[src/rtl/lite_led_pkg.sv]
package lite_led_pkg;
  localparam int NREG   = 4;
  localparam int IDX_W  = $clog2(NREG);
  localparam int ADDR_W = IDX_W + 2;

  localparam logic [1:0] RESP_OKAY = 2'b00;

  typedef enum logic [IDX_W-1:0] {
    REG_LED       = 2'd0,
    REG_BTN       = 2'd1,
    REG_SCRATCH_A = 2'd2,
    REG_SCRATCH_B = 2'd3
  } reg_idx_e;
endpackage

[src/rtl/lite_wr_path.sv]
module lite_wr_path (
  input  logic clk,
  input  logic rst,
  input  logic awvalid,
  input  logic wvalid,
  input  logic bready,
  output logic aw_w_ready,
  output logic bvalid,
  output logic wr_fire
);
  logic acc_q;
  logic bvalid_q;

  // ready is offered only when both channels present and nothing is pending
  always_ff @(posedge clk) begin
    if (rst) begin
      acc_q    <= 1'b0;
      bvalid_q <= 1'b0;
    end else begin
      acc_q <= awvalid && wvalid && !acc_q && !bvalid_q;
      if (wr_fire)     bvalid_q <= 1'b1;
      else if (bready) bvalid_q <= 1'b0;
    end
  end

  assign wr_fire    = acc_q && awvalid && wvalid;
  assign aw_w_ready = acc_q;
  assign bvalid     = bvalid_q;

  AST_READY_ONE_CYCLE: assert property (@(posedge clk) disable iff (rst)
    acc_q |=> !acc_q);
  AST_READY_NEEDS_BOTH: assert property (@(posedge clk) disable iff (rst)
    $rose(acc_q) |-> $past(awvalid && wvalid));
  AST_BVALID_HOLD: assert property (@(posedge clk) disable iff (rst)
    bvalid_q && !bready |=> bvalid_q);
  AST_NO_WRITE_PENDING: assert property (@(posedge clk) disable iff (rst)
    bvalid_q |-> !acc_q);
endmodule

[src/rtl/lite_rd_path.sv]
module lite_rd_path #(
  parameter int DATA_W = 32
) (
  input  logic              clk,
  input  logic              rst,
  input  logic              arvalid,
  input  logic              rready,
  input  logic [DATA_W-1:0] sel_data,
  output logic              arready,
  output logic              rvalid,
  output logic [DATA_W-1:0] rdata
);
  logic              arready_q;
  logic              rvalid_q;
  logic [DATA_W-1:0] rdata_q;
  logic              rd_fire;

  assign rd_fire = arvalid && arready_q;

  always_ff @(posedge clk) begin
    if (rst) begin
      arready_q <= 1'b0;
      rvalid_q  <= 1'b0;
      rdata_q   <= '0;
    end else begin
      arready_q <= arvalid && !arready_q && !rvalid_q;
      if (rd_fire) begin
        rvalid_q <= 1'b1;
        rdata_q  <= sel_data;
      end else if (rready) begin
        rvalid_q <= 1'b0;
      end
    end
  end

  assign arready = arready_q;
  assign rvalid  = rvalid_q;
  assign rdata   = rdata_q;

  AST_ARREADY_PULSE: assert property (@(posedge clk) disable iff (rst)
    arready_q |=> !arready_q);
  AST_RVALID_HOLD: assert property (@(posedge clk) disable iff (rst)
    rvalid_q && !rready |=> rvalid_q && $stable(rdata_q));
  AST_NO_READ_PENDING: assert property (@(posedge clk) disable iff (rst)
    rvalid_q |-> !arready_q);
endmodule

[src/rtl/lite_led_regfile.sv]
module lite_led_regfile
  import lite_led_pkg::*;
#(
  parameter int DATA_W = 32,
  parameter int LED_W  = 8
) (
  input  logic                clk,
  input  logic                rst,
  input  logic                wr_en,
  input  reg_idx_e            wr_idx,
  input  logic [DATA_W-1:0]   wr_data,
  input  logic [DATA_W/8-1:0] wr_strb,
  input  reg_idx_e            rd_idx,
  input  logic                btn_pressed,
  output logic [DATA_W-1:0]   rd_data,
  output logic [LED_W-1:0]    led
);
  localparam int STRB_W = DATA_W / 8;

  logic [NREG-1:0][DATA_W-1:0] view;

  for (genvar r = 0; r < NREG; r++) begin : g_reg
    if (r == int'(REG_BTN)) begin : g_status
      assign view[r] = {DATA_W{btn_pressed}};
    end else begin : g_store
      logic [DATA_W-1:0] q;
      always_ff @(posedge clk) begin
        if (rst) begin
          q <= '0;
        end else if (wr_en && int'(wr_idx) == r) begin
          for (int b = 0; b < STRB_W; b++)
            if (wr_strb[b]) q[b*8 +: 8] <= wr_data[b*8 +: 8];
        end
      end
      assign view[r] = q;
    end
  end

  assign rd_data = view[rd_idx];
  assign led     = view[REG_LED][LED_W-1:0];

  AST_LED_FOLLOWS_WRITE: assert property (@(posedge clk) disable iff (rst)
    wr_en && wr_idx == REG_LED && (&wr_strb) |=> led == $past(wr_data[LED_W-1:0]));
  AST_LED_UNTOUCHED: assert property (@(posedge clk) disable iff (rst)
    !(wr_en && wr_idx == REG_LED) |=> $stable(led));
endmodule

[src/rtl/lite_led_regs.sv]
module lite_led_regs
  import lite_led_pkg::*;
#(
  parameter int DATA_W = 32,
  parameter int LED_W  = 8
) (
  input  logic                clk,
  input  logic                rst,
  input  logic [ADDR_W-1:0]   s_awaddr,
  input  logic                s_awvalid,
  output logic                s_awready,
  input  logic [DATA_W-1:0]   s_wdata,
  input  logic [DATA_W/8-1:0] s_wstrb,
  input  logic                s_wvalid,
  output logic                s_wready,
  output logic [1:0]          s_bresp,
  output logic                s_bvalid,
  input  logic                s_bready,
  input  logic [ADDR_W-1:0]   s_araddr,
  input  logic                s_arvalid,
  output logic                s_arready,
  output logic [DATA_W-1:0]   s_rdata,
  output logic [1:0]          s_rresp,
  output logic                s_rvalid,
  input  logic                s_rready,
  input  logic                btn_pressed,
  output logic [LED_W-1:0]    led
);
  logic        wr_fire;
  logic        aw_w_ready;
  reg_idx_e    wr_idx;
  reg_idx_e    rd_idx;
  logic [DATA_W-1:0] sel_data;
  logic        unused_low_addr;

  // byte offset within a word carries no meaning here
  assign unused_low_addr = ^{s_awaddr[1:0], s_araddr[1:0]};
  assign wr_idx = reg_idx_e'(s_awaddr[ADDR_W-1:2]);
  assign rd_idx = reg_idx_e'(s_araddr[ADDR_W-1:2]);

  lite_wr_path i_wr (
    .clk        (clk),
    .rst        (rst),
    .awvalid    (s_awvalid),
    .wvalid     (s_wvalid),
    .bready     (s_bready),
    .aw_w_ready (aw_w_ready),
    .bvalid     (s_bvalid),
    .wr_fire    (wr_fire)
  );

  lite_rd_path #(.DATA_W(DATA_W)) i_rd (
    .clk      (clk),
    .rst      (rst),
    .arvalid  (s_arvalid),
    .rready   (s_rready),
    .sel_data (sel_data),
    .arready  (s_arready),
    .rvalid   (s_rvalid),
    .rdata    (s_rdata)
  );

  lite_led_regfile #(.DATA_W(DATA_W), .LED_W(LED_W)) i_regs (
    .clk         (clk),
    .rst         (rst),
    .wr_en       (wr_fire),
    .wr_idx      (wr_idx),
    .wr_data     (s_wdata),
    .wr_strb     (s_wstrb),
    .rd_idx      (rd_idx),
    .btn_pressed (btn_pressed),
    .rd_data     (sel_data),
    .led         (led)
  );

  assign s_awready = aw_w_ready;
  assign s_wready  = aw_w_ready;
  assign s_bresp   = RESP_OKAY;
  assign s_rresp   = RESP_OKAY;

  AST_BVALID_AFTER_FIRE: assert property (@(posedge clk) disable iff (rst)
    s_awvalid && s_awready && s_wvalid && s_wready |=> s_bvalid);
  AST_RVALID_AFTER_AR: assert property (@(posedge clk) disable iff (rst)
    s_arvalid && s_arready |=> s_rvalid);
endmodule

[config.mk]
export PLATFORM = sky130hd
export DESIGN_NAME = lite_led_regs
export DESIGN_NICKNAME = d
export VERILOG_FILES = /design/src/rtl/lite_led_pkg.sv /design/src/rtl/lite_wr_path.sv /design/src/rtl/lite_rd_path.sv /design/src/rtl/lite_led_regfile.sv /design/src/rtl/lite_led_regs.sv
export SDC_FILE = /design/constraint.sdc
export NUM_CORES = 1
export LEC_CHECK = 0
export CAP_MARGIN = 20
export CORE_UTILIZATION = 46
export CTS_CLUSTER_DIAMETER = 150
export DETAILED_ROUTE_END_ITERATION = 12
export PLACE_DENSITY = 0.7
export SYNTH_ARGS = -nofsm -noshare
export SYNTH_HDL_FRONTEND = slang
export SYNTH_SLANG_ARGS = --single-unit
[constraint.sdc]
create_clock -name clk -period 3.75 [get_ports clk]
set_input_delay 0.9375 -clock clk [delete_from_list [all_inputs] [get_ports clk]]
set_output_delay 0.9375 -clock clk [all_outputs]
set_load 0.01 [all_outputs]
==> results_dict.tcl <==
set metrics [dict create \
    cts_resized 0 \
    cp.arrival_ps 1580 \
    finalSetupTns_ps 0 \
    hold_class "reg2reg" \
    rsz0062_at_grt "false" \
    critPathMaxStageDelay_ps 620 \
    path_clk_slew_ps 50 \
    critPathMaxFanout 9 \
    start_kind "register" \
    synthCells 637 \
    initial_core_util 0.478 \
    multiInputGateArea_sq_mm 0.00317 \
    drt_iter0_drc 237 \
    skew_ps 8.75 \
    grt_pass1_vias 4538 \
    cts.sinks 132 \
    wl_per_cell_um 15.8 \
    routed.top_layer "met4" \
    wirelength_mm 13.9 \
    cp_slowest_cell "clkdlybuf4s50_1" \
    via_per_inst 5.08 \
    first_pass_iters 5 \
    rows 41 \
    clk_latency_ps 410 \
    cts_setup_buffers 0 \
    ant_nets 0 \
    grt_start_max_net_pins 133 \
    placed_area_sq_mm 0.00701 \
    layout_min_cycle_time_ps 2520 \
    wl_met1_mm 6.38 \
    dpl.hpwl_mm 8.84 \
    drc 0 \
    finalHoldViolCount 0 \
    synth_top_area_frac 0.431 \
    outcome "completed" \
    gp_congestion 0.709 \
    fin_area_sq_mm 0.00756 \
    power_mw 3.16 \
    ys.warnings.count 0 \
    synthTopCellsByArea "dfxtp_1 43%, mux2i_1 16%, nand2b_1 13%" \
    p_leak_nw 3.21 \
    maxCapViolCount 0 \
    setup_viol 0 \
    via_count 4486 \
    fillCellCount 1115 \
    crit_type "reg2out" \
    drv_slew 0 \
    holdBufCountCts 0 \
    synth-edff-count 0 \
    antenna_found_initial 0 \
    cp-end-kind "output port" \
    grt-ovfl-total 0 \
    die_x_um 117 \
    fin_nets 753 \
    critPathBufInv 1 \
    fin_crit_sh 0.671 \
    wl_met2_mm 6.81 \
    ctsRootBufferMaster "clkbuf_16" \
    floorplan.die_area_sq_mm 0.0138 \
    clock.fmax_ghz 0.397 \
    die_y_um 117 \
    syn-cell-area_sq_mm 0.00613 \
    core_sq_mm 0.0128 \
    portBuffers 92 \
    cts_tree "done" \
    drive_gt1_frac 0.117 \
    tightestPinTransition_ps 968 \
    crit_chain "clkdlybuf4s50_1" \
    ir_drop_mv 0.291 \
    routed-wl-met3_um 613 \
    cp_top_family "buffers and inverters" \
    cts_buffer_depth 2 \
    synthFlopType "dfxtp_1" \
    ys_types 26 \
    cts_max_level 4 \
    ios 101 \
    power_density_mw_per_mm2 418 \
    diodes 0 \
    required_ps 2810 \
    ys_ff_latch 132 \
    yosysTopAreaCell "dfxtp_1" \
    grtUsageTotal 0.212 \
    cts_made_buffers 17 \
    syn_to_final_growth_pct 23.2 \
    syn_area_per_cell_sq_um 9.63 \
    regArea_sq_mm 0.00264 \
    ys_seq_area_frac 0.431 \
    grt_pass1_wl_mm 22.9 \
    slew_headroom 0.355 \
    synthArstFlopShare 0 \
]
final timing paths:
check | startpoint | endpoint | slack [ps] | cells after the start
setup / recovery | i_wr.aw_w_ready | s_awready | 1230 | 1
hold / removal | i_rd.rdata[19] | i_rd.rdata[19] | 460 | 2
setup reg to reg | i_rd.arready | i_rd.rdata[27] | 2030 | 3
hold reg to reg | i_rd.rdata[19] | i_rd.rdata[19] | 460 | 2
final cells by class:
| cell class | count | share of cell area |
|---|---|---|
| clock buffer | 24 | 0.0664 |
| sequential | 132 | 0.350 |
| clock inverter | 5 | 0.00662 |
| timing repair buffer | 98 | 0.130 |
| multi-input combinational | 452 | 0.419 |
| tap | 172 | 0.0285 |
through the flow:
stage          setup slack (ps)  hold WS, ps  instances  utilization
6_report                   1230          461        883        0.589
4_1_cts                    1220          468        883        0.589
3_3_place_gp               1010          437        854        0.546
3_5_place_dp                934          447        854        0.546
5_1_grt                    1170          485        883        0.589
2_1_floorplan              1840          445        640            -
placed cells by master (no fill, tap or decap), types with 2 or more instances in the layout:
| master | count |
|---|---|
| buf_2 | 2 |
| mux2i_1 | 96 |
| clkinv_2 | 4 |
| a21oi_1 | 2 |
| clkbuf_1 | 2 |
| dfxtp_1 | 132 |
| buf_4 | 4 |
| nand2_1 | 65 |
| mux2_2 | 32 |
| nand3_1 | 33 |
| buf_12 | 2 |
| clkbuf_16 | 17 |
| o21ai_0 | 32 |
| clkdlybuf4s50_1 | 90 |
| nand2_2 | 4 |
| and3_4 | 4 |
| nand4_2 | 4 |
| conb_1 | 4 |
| clkbuf_8 | 5 |
| nand2b_1 | 130 |
| nor2b_1 | 37 |
kinds of logic after synthesis:
kind of cell    synth area share
compound gates            0.0298
simple gates               0.267
mux                        0.215
buf+inv                   0.0565
flops                      0.431
other cells             0.000611
Yosys cell counts (3+ instances only):
cell and count:
dfxtp_1 132, buf_4 14, and3_4 4, nand2b_1 130, a21oi_1 3, nand3_1 33
nand2_1 65, buf_6 3, buf_2 10, nand4_2 4, mux2i_1 96, o21ai_0 32
nor2b_1 37, clkbuf_1 26, mux2_2 32, buf_12 3, nand2_2 4
flip-flops by register name (all words and copies together), names as in the netlist:
register and count:
i_rd.arready 1, i_rd.rdata 32, i_rd.rvalid 1, i_regs.g.g_store.q 96, i_wr.aw_w_ready 1, i_wr.bvalid 1
power by group:
part	total (mW)	switching, mW	leakage, nW	internal (mW)
clock network	1.55	0.566	0.278	0.983
logic	0.192	0.0938	1.87	0.0986
registers	1.42	0.00654	1.06	1.41
total	3.16	0.666	3.21	2.49
metal layers:
| layer | up-vias | global-route usage |
|---|---|---|
| li1 | 2238 | - |
| met2 | 94 | 0.351 |
| met3 | 8 | 0.0514 |
| met1 | 2146 | 0.263 |
| met4 | 0 | 0.0881 |
| met5 | - | 0 |
No activity file was read; power rests on OpenSTA's default activity.
